--- src/rtl/irq_bank_pkg.sv ---
package irq_bank_pkg;

  localparam logic [1:0] GRP_G0   = 2'd0;
  localparam logic [1:0] GRP_G1NS = 2'd1;
  localparam logic [1:0] GRP_G1S  = 2'd2;

  localparam logic [4:0] A_GROUP    = 5'h00;
  localparam logic [4:0] A_SET_EN   = 5'h01;
  localparam logic [4:0] A_CLR_EN   = 5'h02;
  localparam logic [4:0] A_SET_PEND = 5'h03;
  localparam logic [4:0] A_CLR_PEND = 5'h04;
  localparam logic [4:0] A_SET_ACT  = 5'h05;
  localparam logic [4:0] A_CLR_ACT  = 5'h06;
  localparam logic [4:0] A_CFG_SGI  = 5'h07;
  localparam logic [4:0] A_CFG_PPI  = 5'h08;
  localparam logic [4:0] A_GRPMOD   = 5'h09;
  localparam logic [4:0] A_NSACC    = 5'h0A;
  localparam logic [1:0] A_PRIO_HI  = 2'b10;

  function automatic logic [1:0] resolve_grp(logic sdis, logic mod, logic grp);
    if (grp) return GRP_G1NS;
    if (sdis || !mod) return GRP_G0;
    return GRP_G1S;
  endfunction

  function automatic logic [7:0] prio_ns_rd(logic [7:0] stored);
    return {stored[6:0], 1'b0};
  endfunction

  function automatic logic [7:0] prio_ns_wr(logic [7:0] wr);
    return {1'b1, wr[7:1]};
  endfunction

  function automatic logic sgi_accept(logic [1:0] tgt, logic [1:0] req, logic ns,
                                      logic sdis, logic [1:0] acc);
    logic [1:0] eff;
    logic       ok;
    eff = (tgt == GRP_G0 && req == GRP_G1S) ? GRP_G0 : req;
    ok  = (req != 2'b11);
    if (eff == GRP_G0 && tgt != GRP_G0) ok = 1'b0;
    if (ns && !sdis) begin
      if (tgt == GRP_G0 && acc < 2'd1) ok = 1'b0;
      if (tgt == GRP_G1S && acc < 2'd2) ok = 1'b0;
    end
    return ok;
  endfunction

endpackage

--- src/rtl/irq_grp_resolve.sv ---
module irq_grp_resolve
  import irq_bank_pkg::*;
#(
  parameter int NUM_IRQ = 32
) (
  input  logic               clk,
  input  logic               rst_n,
  input  logic               sec_disable,
  input  logic               reg_secure,
  input  logic [NUM_IRQ-1:0] grp_bit,
  input  logic [NUM_IRQ-1:0] mod_bit,
  output logic [1:0]         grp_res [NUM_IRQ],
  output logic [NUM_IRQ-1:0] ns_vis
);

  for (genvar gi = 0; gi < NUM_IRQ; gi++) begin : g_irq
    assign grp_res[gi] = resolve_grp(sec_disable, mod_bit[gi], grp_bit[gi]);
    // an access may touch this ID: secure, security off, or NS group 1
    assign ns_vis[gi]  = sec_disable | reg_secure | (grp_res[gi] == GRP_G1NS);

    AST_SDIS_NO_G1S: assert property (@(posedge clk) disable iff (!rst_n)
      sec_disable |-> (grp_res[gi] != GRP_G1S));
  end

endmodule

--- src/rtl/irq_sgi_gate.sv ---
module irq_sgi_gate
  import irq_bank_pkg::*;
#(
  parameter  int NUM_SGI  = 16,
  localparam int SGI_ID_W = $clog2(NUM_SGI)
) (
  input  logic                clk,
  input  logic                rst_n,
  input  logic                sec_disable,
  input  logic                sgi_req,
  input  logic [SGI_ID_W-1:0] sgi_id,
  input  logic [1:0]          sgi_grp,
  input  logic                sgi_ns,
  input  logic [1:0]          tgt_grp [NUM_SGI],
  input  logic [1:0]          ns_acc  [NUM_SGI],
  output logic [NUM_SGI-1:0]  sgi_set
);

  logic sgi_accepted;

  always_comb begin
    sgi_accepted = sgi_req &&
                   sgi_accept(tgt_grp[sgi_id], sgi_grp, sgi_ns, sec_disable, ns_acc[sgi_id]);
    sgi_set = '0;
    if (sgi_accepted) sgi_set[sgi_id] = 1'b1;
  end

  AST_SGI_G0_DROP: assert property (@(posedge clk) disable iff (!rst_n)
    (sgi_req && sgi_grp == GRP_G0 && tgt_grp[sgi_id] != GRP_G0) |-> (sgi_set == '0));

  AST_SGI_NSACC_DROP: assert property (@(posedge clk) disable iff (!rst_n)
    (sgi_req && sgi_ns && !sec_disable && tgt_grp[sgi_id] == GRP_G1S &&
     ns_acc[sgi_id] < 2'd2) |-> (sgi_set == '0));

endmodule

--- src/rtl/irq_reg_read.sv ---
module irq_reg_read
  import irq_bank_pkg::*;
#(
  parameter  int NUM_SGI = 16,
  parameter  int NUM_PPI = 16,
  localparam int NUM_IRQ = NUM_SGI + NUM_PPI,
  localparam int ID_W    = $clog2(NUM_IRQ)
) (
  input  logic               clk,
  input  logic               rst_n,
  input  logic               sec_disable,
  input  logic               reg_secure,
  input  logic [4:0]         reg_addr,
  input  logic [NUM_IRQ-1:0] ns_vis,
  input  logic [NUM_IRQ-1:0] grp_bit,
  input  logic [NUM_IRQ-1:0] mod_bit,
  input  logic [NUM_IRQ-1:0] en,
  input  logic [NUM_IRQ-1:0] pend,
  input  logic [NUM_IRQ-1:0] act,
  input  logic [NUM_PPI-1:0] cfg_ppi,
  input  logic [1:0]         ns_acc [NUM_SGI],
  input  logic [7:0]         prio   [NUM_IRQ],
  output logic [31:0]        reg_rdata
);

  logic priv_ok;
  logic ctl_ok;
  int   pid;

  assign priv_ok = sec_disable | reg_secure;
  assign ctl_ok  = !sec_disable && reg_secure;

  always_comb begin
    reg_rdata = '0;
    pid = 0;
    case (reg_addr)
      A_GROUP:              if (priv_ok) reg_rdata[NUM_IRQ-1:0] = grp_bit;
      A_SET_EN,   A_CLR_EN:   reg_rdata[NUM_IRQ-1:0] = en & ns_vis;
      A_SET_PEND, A_CLR_PEND: reg_rdata[NUM_IRQ-1:0] = pend & ns_vis;
      A_SET_ACT,  A_CLR_ACT:  reg_rdata[NUM_IRQ-1:0] = act & ns_vis;
      A_CFG_SGI: for (int k = 0; k < NUM_SGI; k++) reg_rdata[2*k+1] = ns_vis[k];
      A_CFG_PPI: for (int k = 0; k < NUM_PPI; k++)
                   reg_rdata[2*k+1] = cfg_ppi[k] & ns_vis[NUM_SGI+k];
      A_GRPMOD:             if (ctl_ok) reg_rdata[NUM_IRQ-1:0] = mod_bit;
      A_NSACC:              if (ctl_ok) for (int k = 0; k < NUM_SGI; k++)
                              reg_rdata[2*k +: 2] = ns_acc[k];
      default: begin
        if (reg_addr[4:3] == A_PRIO_HI) begin
          for (int l = 0; l < 4; l++) begin
            pid = 4 * int'(reg_addr[2:0]) + l;
            if (pid < NUM_IRQ && ns_vis[pid[ID_W-1:0]])
              reg_rdata[8*l +: 8] = priv_ok ? prio[pid[ID_W-1:0]]
                                            : prio_ns_rd(prio[pid[ID_W-1:0]]);
          end
        end
      end
    endcase
  end

  AST_CTL_NS_RAZ: assert property (@(posedge clk) disable iff (!rst_n)
    (!sec_disable && !reg_secure &&
     (reg_addr == A_GROUP || reg_addr == A_GRPMOD || reg_addr == A_NSACC))
    |-> (reg_rdata == 32'h0));

  AST_CFG_SGI_EDGE: assert property (@(posedge clk) disable iff (!rst_n)
    (reg_secure && reg_addr == A_CFG_SGI)
    |-> (reg_rdata[2*NUM_SGI-1:0] == {NUM_SGI{2'b10}}));

endmodule

--- src/rtl/irq_state_bank.sv ---
module irq_state_bank
  import irq_bank_pkg::*;
#(
  parameter  int NUM_SGI  = 16,
  parameter  int NUM_PPI  = 16,
  localparam int NUM_IRQ  = NUM_SGI + NUM_PPI,
  localparam int ID_W     = $clog2(NUM_IRQ),
  localparam int SGI_ID_W = $clog2(NUM_SGI)
) (
  input  logic                 clk,
  input  logic                 rst_n,
  input  logic                 sec_disable,
  input  logic [4:0]           reg_addr,
  input  logic                 reg_wr_en,
  input  logic [31:0]          reg_wdata,
  input  logic [3:0]           reg_be,
  input  logic                 reg_secure,
  output logic [31:0]          reg_rdata,
  input  logic [NUM_IRQ-1:0]   ppi_assert,
  input  logic                 sgi_req,
  input  logic [SGI_ID_W-1:0]  sgi_id,
  input  logic [1:0]           sgi_grp,
  input  logic                 sgi_ns,
  input  logic                 ack_valid,
  input  logic [ID_W-1:0]      ack_id,
  input  logic                 deact_valid,
  input  logic [ID_W-1:0]      deact_id,
  output logic [2*NUM_IRQ-1:0] irq_grp,
  output logic [NUM_IRQ-1:0]   irq_en,
  output logic [NUM_IRQ-1:0]   irq_pend,
  output logic [NUM_IRQ-1:0]   irq_act,
  output logic                 update_req
);

  localparam logic [NUM_IRQ-1:0] PPI_MASK = {{NUM_PPI{1'b1}}, {NUM_SGI{1'b0}}};

  // stored state
  logic [NUM_IRQ-1:0] grp_bit, mod_bit, en_q, pend_q, act_q;
  logic [NUM_PPI-1:0] cfg_ppi;
  logic [1:0]         ns_acc [NUM_SGI];
  logic [7:0]         prio   [NUM_IRQ];

  // resolved view
  logic [1:0]         grp_res [NUM_IRQ];
  logic [1:0]         sgi_tgt [NUM_SGI];
  logic [NUM_IRQ-1:0] ns_vis;
  logic [NUM_SGI-1:0] sgi_set;

  // named write events
  logic               priv_ok, ctl_ok;
  logic [NUM_IRQ-1:0] wbits;
  logic [NUM_IRQ-1:0] set_en_m, clr_en_m, set_pend_m, clr_pend_m, set_act_m, clr_act_m;
  logic [NUM_IRQ-1:0] ack_m, deact_m, pend_set;
  logic [NUM_IRQ-1:0] en_n, pend_n, act_n;
  logic               grp_we, mod_we, acc_we, cfgp_we;
  logic [NUM_IRQ-1:0] prio_we;
  logic [7:0]         prio_wval [NUM_IRQ];

  irq_grp_resolve #(.NUM_IRQ(NUM_IRQ)) u_resolve (
    .clk(clk), .rst_n(rst_n), .sec_disable(sec_disable), .reg_secure(reg_secure),
    .grp_bit(grp_bit), .mod_bit(mod_bit), .grp_res(grp_res), .ns_vis(ns_vis)
  );

  for (genvar gs = 0; gs < NUM_SGI; gs++) begin : g_sgi_tgt
    assign sgi_tgt[gs] = grp_res[gs];
  end

  irq_sgi_gate #(.NUM_SGI(NUM_SGI)) u_sgi_gate (
    .clk(clk), .rst_n(rst_n), .sec_disable(sec_disable), .sgi_req(sgi_req),
    .sgi_id(sgi_id), .sgi_grp(sgi_grp), .sgi_ns(sgi_ns), .tgt_grp(sgi_tgt),
    .ns_acc(ns_acc), .sgi_set(sgi_set)
  );

  irq_reg_read #(.NUM_SGI(NUM_SGI), .NUM_PPI(NUM_PPI)) u_read (
    .clk(clk), .rst_n(rst_n), .sec_disable(sec_disable), .reg_secure(reg_secure),
    .reg_addr(reg_addr), .ns_vis(ns_vis), .grp_bit(grp_bit), .mod_bit(mod_bit),
    .en(en_q), .pend(pend_q), .act(act_q), .cfg_ppi(cfg_ppi), .ns_acc(ns_acc),
    .prio(prio), .reg_rdata(reg_rdata)
  );

  assign priv_ok = sec_disable | reg_secure;
  assign ctl_ok  = !sec_disable && reg_secure;
  assign wbits   = reg_wdata[NUM_IRQ-1:0] & ns_vis;

  always_comb begin
    set_en_m   = (reg_wr_en && reg_addr == A_SET_EN)   ? wbits : '0;
    clr_en_m   = (reg_wr_en && reg_addr == A_CLR_EN)   ? wbits : '0;
    set_pend_m = (reg_wr_en && reg_addr == A_SET_PEND) ? wbits : '0;
    clr_pend_m = (reg_wr_en && reg_addr == A_CLR_PEND) ? wbits : '0;
    set_act_m  = (reg_wr_en && reg_addr == A_SET_ACT)  ? wbits : '0;
    clr_act_m  = (reg_wr_en && reg_addr == A_CLR_ACT)  ? wbits : '0;
    grp_we     = reg_wr_en && reg_addr == A_GROUP  && priv_ok;
    mod_we     = reg_wr_en && reg_addr == A_GRPMOD && ctl_ok;
    acc_we     = reg_wr_en && reg_addr == A_NSACC  && ctl_ok;
    cfgp_we    = reg_wr_en && reg_addr == A_CFG_PPI;
    ack_m      = ack_valid   ? (NUM_IRQ'(1) << ack_id)   : '0;
    deact_m    = deact_valid ? (NUM_IRQ'(1) << deact_id) : '0;
    pend_set   = set_pend_m | (ppi_assert & PPI_MASK) | {{NUM_PPI{1'b0}}, sgi_set};
    en_n       = (en_q | set_en_m) & ~clr_en_m;
    // acknowledge has the last word on pending, deactivate on active
    pend_n     = (pend_q | pend_set) & ~clr_pend_m & ~ack_m;
    act_n      = (act_q | set_act_m | ack_m) & ~clr_act_m & ~deact_m;
  end

  for (genvar gp = 0; gp < NUM_IRQ; gp++) begin : g_prio
    assign prio_we[gp] = reg_wr_en && reg_addr[4:3] == A_PRIO_HI &&
                         reg_addr[2:0] == 3'(gp / 4) && reg_be[gp % 4] && ns_vis[gp];
    assign prio_wval[gp] = priv_ok ? reg_wdata[8*(gp%4) +: 8]
                                   : prio_ns_wr(reg_wdata[8*(gp%4) +: 8]);
    assign irq_grp[2*gp +: 2] = grp_res[gp];
  end

  always_ff @(posedge clk) begin
    if (!rst_n) begin
      grp_bit    <= '0;
      mod_bit    <= '0;
      en_q       <= '0;
      pend_q     <= '0;
      act_q      <= '0;
      cfg_ppi    <= '0;
      update_req <= 1'b0;
      for (int k = 0; k < NUM_SGI; k++) ns_acc[k] <= '0;
      for (int i = 0; i < NUM_IRQ; i++) prio[i] <= '0;
    end else begin
      if (grp_we) grp_bit <= reg_wdata[NUM_IRQ-1:0];
      if (mod_we) mod_bit <= reg_wdata[NUM_IRQ-1:0];
      if (acc_we) for (int k = 0; k < NUM_SGI; k++) ns_acc[k] <= reg_wdata[2*k +: 2];
      for (int k = 0; k < NUM_PPI; k++)
        if (cfgp_we && ns_vis[NUM_SGI+k]) cfg_ppi[k] <= reg_wdata[2*k+1];
      for (int i = 0; i < NUM_IRQ; i++)
        if (prio_we[i]) prio[i] <= prio_wval[i];
      en_q       <= en_n;
      pend_q     <= pend_n;
      act_q      <= act_n;
      update_req <= |pend_set;
    end
  end

  assign irq_en   = en_q;
  assign irq_pend = pend_q;
  assign irq_act  = act_q;

  AST_ACK_ACTIVATES: assert property (@(posedge clk) disable iff (!rst_n)
    (ack_valid && !deact_valid && !reg_wr_en)
    |=> (irq_act[$past(ack_id)] && !irq_pend[$past(ack_id)]));

  AST_PEND_RISE_UPDATE: assert property (@(posedge clk) disable iff (!rst_n)
    (|(irq_pend & ~$past(irq_pend))) |-> update_req);

  AST_NS_HIDDEN_KEEP: assert property (@(posedge clk) disable iff (!rst_n)
    (reg_wr_en && !reg_secure && !sec_disable &&
     (reg_addr == A_SET_EN || reg_addr == A_CLR_EN))
    |=> (((irq_en ^ $past(irq_en)) & ~$past(ns_vis)) == '0));

endmodule

--- config.mk ---
export PLATFORM = sky130hd
export DESIGN_NAME = irq_state_bank
export DESIGN_NICKNAME = d
export VERILOG_FILES = /design/src/rtl/irq_bank_pkg.sv /design/src/rtl/irq_grp_resolve.sv /design/src/rtl/irq_sgi_gate.sv /design/src/rtl/irq_reg_read.sv /design/src/rtl/irq_state_bank.sv
export SDC_FILE = /design/constraint.sdc
export NUM_CORES = 1
export LEC_CHECK = 0
export ABC_CLOCK_PERIOD_IN_PS = 2700
export BUFFER_PORTS_ARGS = -buffer_cell sky130_fd_sc_hd__buf_2
export CAP_MARGIN = 20
export CORE_MARGIN = 4
export CORE_UTILIZATION = 35
export CTS_BUF_LIST = sky130_fd_sc_hd__clkbuf_16
export CTS_CLUSTER_SIZE = 16
export DETAILED_ROUTE_END_ITERATION = 16
export PLACE_DENSITY_LB_ADDON = 0.3
export SLEW_MARGIN = 20
export SYNTH_ARGS = -nofsm -noshare
export SYNTH_HDL_FRONTEND = slang
export SYNTH_SLANG_ARGS = --single-unit
--- constraint.sdc ---
create_clock -name clk -period 2.7 [get_ports clk]
set_input_delay 0.54 -clock clk [delete_from_list [all_inputs] [get_ports clk]]
set_output_delay 0.54 -clock clk [all_outputs]
set_load 0.01 [all_outputs]
# [Yosys cells after proc, flatten, opt, wreduce, memory -nomap -nowiden]
# Cells that the tools add are included.
[totals] register_bits=465 in_bits=98 output_inout_bits=193 wordCells=722
[classes] add_sub_neg=3 order_cmp=17 eq_ne=53 shifts=2 n_mux=314 n_bitwise=74 n_reduce_logical=189
[op_table] op="32-bit two-way mux" count=12
[op_table] op="32-bit bitwise AND" count=9
[op_table] op="2-bit two-way mux" count=133
[op_table] op="8-bit binary-select mux with 5-bit select" count=4
[op_table] op="8-bit two-way mux" count=20
[op_table] op="32-bit inverter" count=5
[op_table] op="32-bit bitwise OR" count=5
[op_table] op="1-bit case mux with 8 select lines" count=16
[op_table] op="1-bit logical AND" count=114
[op_table] op="1-bit case mux with 7 select lines" count=16
[op_table] op="1-bit two-way mux" count=105
[op_table] op="32-bit by 7-bit less-than comparator with 1-bit output, second input constant" count=3
[op_table] op="2-bit by 1-bit == test with 1-bit output, second input constant" count=32
[op_table] op="1-bit by 5-bit left shift with 32-bit output, first input constant" count=2
[op_table] op="1-bit zero test" count=33
[op_table] op="1-bit bitwise OR" count=33
[op_table] op="1-bit logical OR" count=32
[op_table] op="32-bit by 16-bit bitwise OR with 32-bit output" count=1
[op_table] op="32-bit OR reduction" count=1
[op_table] op="5-bit by 6-bit less-than comparator with 1-bit output, second input constant" count=5
[op_table] op="6-bit greater-or-equal comparator, second input constant" count=4
[op_table] op="5-bit inverter with 6-bit output" count=4
[op_table] op="5-bit by 3-bit == test with 1-bit output, second input constant" count=4
[op_table] op="1-bit bitwise AND" count=16
[op_table] op="26 further kinds" count=43

# [Logic depth before layout (Yosys ltp)]
[logic_depth] ltp_word=24 ltp_mapped=10 mapped_depth_nobuf=7

# [Hierarchy]
# A second synthesis with hierarchy kept.
[hier_totals] cells_unflattened=2828 hier_area_um2=25359.3
[by_module_without_submodules] mod="irq_state_bank" n_inst=1 cells_per_inst=2052 area_per_inst_um2=19024.5
[by_module_without_submodules] mod="irq_reg_read" n_inst=1 cells_per_inst=578 area_per_inst_um2=4718.3
[by_module_without_submodules] mod="irq_sgi_gate" n_inst=1 cells_per_inst=92 area_per_inst_um2=845.8
[by_module_without_submodules] mod="irq_grp_resolve" n_inst=1 cells_per_inst=106 area_per_inst_um2=770.7

# [Least setup slack after synthesis]
# OpenSTA, ideal clock, no wires.
[synth_path] path_type="input to output" startpoint="input port reg_addr[1]" endpoint="output port reg_rdata[22]" arrival_time_ns=2.329 slack_ns=-0.169 stages=8 path_buffers=3 path_cell_list="buf_2 > nand2b_1 > a2111oi_4 > clkbuf_1 > buf_2 > a222oi_1 > a21boi_0 > o221ai_1"
[synth_via] elab_chain_len=9 elab_cells_between_ends=28 classes_between="add/sub: 1; order compare: 1; eq/ne: 10; mux: 9; bitwise: 1; reduce/logical: 6"
[synth_lines] item="start, declared" line="irq_state_bank.sv:13" source="input logic [4:0] reg_addr,"
[synth_lines] item="branches (longest 8 deep; another with 32-bit by 7-bit less-than comparator with 1-bit output)"
[synth_lines] item="1-bit case mux with 7 select lines *" line="irq_reg_read.sv:36" source="case (reg_addr)"
[synth_lines] item="end, declared" line="irq_state_bank.sv:18" source="output logic [31:0] reg_rdata,"
# Mark *: on every way between the ends. The select of a mux whose other input is x is not followed.

# [Worst setup path in the final report]
[layout_path] startpoint="input port reg_addr[2]" endpoint="output port reg_rdata[23]"
[layout_via] elab_chain_len=9 elab_cells_between_ends=27 classes_between="add/sub: 1; order compare: 1; eq/ne: 10; mux: 9; bitwise: 1; reduce/logical: 5"
[layout_lines] item="branches (longest 8 deep; another with 32-bit by 7-bit less-than comparator with 1-bit output)"
[layout_lines] item="1-bit case mux with 8 select lines *" line="irq_reg_read.sv:36"
# Marks and branches as above.

==> impl_results.md <==
- Outcome: finished with violations
- Failing checks: setup timing
- Worst min-delay path category: in2reg
- VDD IR max: 0.4642 mV
- Startpoint type of the worst setup path: input port
- Final setup violating endpoints: 32
- Top cells by area in the synthesized netlist: sky130_fd_sc_hd__dfxtp_1 39%, sky130_fd_sc_hd__o211a_1 9.4%, sky130_fd_sc_hd__nand2_1 8.9%
- Post-route DRC: 0
- Number of standard cells after synthesis: 2,650
- Critical R2R Launch: grp_bit[6]$_SDFFE_PN0P_
- TritonCTS clock tree: yes
- Number of distinct standard cells referenced by the synthesized netlist: 66
- Global-route wire length before repair: 160.9 mm
- Placed cell areas: 0.02880 mm2
- Slack of the worst reg-to-reg path: 100 ps
- Core Util, Final: 47.31%
- Register clock-pin slew on the reported worst setup and hold paths: 60 ps
- Register area: 0.009319 mm2
- Total power density per cell area: 497.1 mW/mm2
- Worst Path Arrival: 2660 ps
- Total number of placement rows: 95
- Fraction of final layout cells sized beyond drive strength 1: 32.48%
- Number of buffers added by the clock tree synthesis step: 51
- Critical Path Sink Type: output pin
- Number of fill cells: 6,365
- Largest net degree at the start of global routing: 100
- Initial Utilization: 35.35%
- Horizontal die dimension: 268.7 um
- Area of the die: 0.07219 mm2
- Clock insertion delay at the later pin of the skew report: 620 ps
- Most instantiated cells after synthesis: 561 x sky130_fd_sc_hd__nand2_1, 465 x sky130_fd_sc_hd__dfxtp_1, 224 x sky130_fd_sc_hd__o211a_1
- Leak Pwr: 15.11 nW
- Via density per instance: 6.192
- Via count of the first global-routing pass: 24,250
- Routability-driven placement congestion ratio: 0.9922
- Number of max-slew violations in the final report: 0
- Post-synth top area share: 39.14%
- Highest cell delay on the worst timing path: 670 ps
- Placed wire-length estimate after detailed placement: 81.09 mm
- Number of iterations in the first detailed-routing pass: 9
- Max Fanout on Critical Path: 5
- Combined global-route utilization of all metal layers: 29.43%
- Final-layout setup total negative slack: -11,530 ps
- Area of the core: 0.06728 mm2
- Number of nets produced by synthesis: 2,748
- H-tree level count: 2
- Number of buffer and inverter instances along the worst setup path: 8
- Portion of the post-synthesis area used by sequential elements: 39.14%
- Net count, final: 3,280
- Overflow after GRT: 0
- Req. time, crit path: 2160 ps
- Height of the die: 268.7 um
- Cell area after synthesis: 0.02379 mm2
- Final setup margin: -504.2 ps
- Most common cell in the netlist: sky130_fd_sc_hd__nand2_1
- Internal power: 11.49 mW
- Clock Tree Root: sky130_fd_sc_hd__clkbuf_16
- Yosys warnings: 0
- CTS max path bufs: 3
- Clock network fraction of total power: 43.3%
- Final total power: 15.82 mW
- Pin slew with the least headroom to its limit: 734.3 ps
- Vias: 25,360
- Worst slew margin relative to its limit: 49.65%
- Max-cap violation count: 0
- Final worst-path cycle share: 118.7%
- WS Path Type: in2out
- Part of the total power dissipated in sequential elements: 44.1%
- Library cell with the largest summed area after synthesis: sky130_fd_sc_hd__dfxtp_1
- Proportion of register bits with asynchronous set or reset after synthesis: 0%
- Worst hold start: ppi_assert[25]
- Post-route antenna net violation count: 0
- Net switching power of the design: 4.329 mW
- Antenna violations before repair: 6
- Final Hold Vio Count: 0
- Comb power frac: 12.5%
- Fin crit period: 3204 ps
- Port-buffer cells: 274
- Quantity of hold-fixing buffers added after cts: 0
- Average wire per standard cell: 27.17 um
- Flip-flop and latch count after synthesis: 465
- Footprint of the multi-input gates: 0.01417 mm2
- Top Ports: 291
- Layout Cell Area excl Fill: 0.03183 mm2
- Worst-case hold slack: 159.0 ps
- Series of cell instances along the critical path: buf_12 > buf_6 > clkinvlp_4 > a2111oi_4 > buf_4 > buf_12 > buf_8 > buf_6 > a222oi_1 > o211ai_1 > buf_2
- Largest delay contributor family on the critical path: buffers and inverters
- Drt total wl: 111.3 mm
- Iteration-0 DRC Markers: 3,183
- Unrepaired setup endpoints after global routing: yes
- Commonest register cell after synthesis: sky130_fd_sc_hd__dfxtp_1
- Slowest library cell on the worst path: sky130_fd_sc_hd__a222oi_1
- EDFF count, synth: 0
- Clock skew after layout: 17.79 ps
- Maximum clock frequency: 312.1 MHz
- Relative area change from synthesis to final layout: 33.80%
- Clock tree sinks: 465
- Synthesized area per cell: 8.976 um2
- Launching element of the worst setup path: reg_addr[2]
- Net Sw Frac: 27.36%
power by group through the flow:
stage / logic, mW / registers [mW] / clock network [mW]
after global routing: 2.06 / 6.98 / 7.18
after detailed placement: 1.75 / 7.13 / 0
after CTS: 1.89 / 6.98 / 6.93
after floorplan: 0.809 / 7.13 / 0
after global placement: 1.74 / 7.13 / 0
final: 1.98 / 6.98 / 6.86
cell type report:
cell class	instances	area share (%)
Tap cell	873	3.432
Antenna cell	3	0.02359
Sequential cell	465	29.28
Clock inverter	40	0.9317
Clock buffer	51	4.010
Timing Repair Buffer	710	17.71
Inverter	5	0.07077
Multi-Input combinational cell	1949	44.54
through the flow:
step	setup slack, ps	cells
after floorplan	-83.95	2650
after global placement	-744.4	3946
after detailed placement	-776.2	3947
after CTS	-451.2	4078
after global routing	-555.0	4095
final	-504.2	4096
cells by family after synthesis:
| logic type | Yosys count | share of synthesized area, % |
|---|---|---|
| and+or+nand+nor | 988 | 18.40 |
| AOI/OAI and AO/OA | 826 | 28.14 |
| DFF | 465 | 39.14 |
| buffers and inverters | 237 | 4.145 |
| muxes | 134 | 10.17 |
per-layer routing:
layer | up-vias | track usage, % | part of all wire, %
li1 | 10980 | - | -
met1 | 12480 | 38.57 | 40
met2 | 1533 | 46.76 | 45
met3 | 374 | 5.229 | 9.0
met4 | 2 | 15.22 | 6.3
met5 | - | 0 | 0.011
timing repair:
item / 4_1_cts / 5_1_grt
buffers inserted: 35 / 23
setup endpoints to repair: 33 / 32
pin swaps: 54 / 58
gates resized for setup: 161 / 78
cloned: 9 / 1
sequential cells by signal (all words and copies together) (netlist names):
| name | cells |
|---|---|
| update_req | 1 |
| prio | 256 |
| irq_act | 32 |
| cfg_ppi | 16 |
| ns_acc | 32 |
| irq_en | 32 |
| grp_bit | 32 |
| irq_pend | 32 |
| mod_bit | 32 |
cells in the final DEF (no fill, tap or decap), types with 34 or more instances in the layout:
| cell type | count |
|---|---|
| sky130_fd_sc_hd__buf_4 | 344 |
| sky130_fd_sc_hd__mux2i_1 | 48 |
| sky130_fd_sc_hd__a21boi_0 | 93 |
| sky130_fd_sc_hd__mux4_2 | 81 |
| sky130_fd_sc_hd__o211a_1 | 224 |
| sky130_fd_sc_hd__nor2_1 | 187 |
| sky130_fd_sc_hd__buf_12 | 53 |
| sky130_fd_sc_hd__a21oi_1 | 58 |
| sky130_fd_sc_hd__o21ai_0 | 97 |
| sky130_fd_sc_hd__clkbuf_16 | 52 |
| sky130_fd_sc_hd__buf_6 | 41 |
| sky130_fd_sc_hd__buf_2 | 261 |
| sky130_fd_sc_hd__dfxtp_1 | 457 |
| sky130_fd_sc_hd__nor3b_1 | 34 |
| sky130_fd_sc_hd__a221oi_1 | 45 |
| sky130_fd_sc_hd__nand2_1 | 543 |
| sky130_fd_sc_hd__o221ai_1 | 65 |
| sky130_fd_sc_hd__nor2b_1 | 47 |
final timing paths:
kind | cells after the start | to
worst max-delay path | 11 | reg_rdata[23]
worst min-delay path | 3 | irq_pend[25]$_SDFF_PN0_
worst max register to register | 8 | update_req$_SDFF_PN0_
worst min register to register | 2 | ns_acc[1]$_SDFFE_PN0P_
tightest hold or removal path, stage by stage:
cell	delay (ps)
sky130_fd_sc_hd__buf_2	90
sky130_fd_sc_hd__a211oi_1	40
sky130_fd_sc_hd__nor2_1	60
Power figures use the tool's default switching activity.
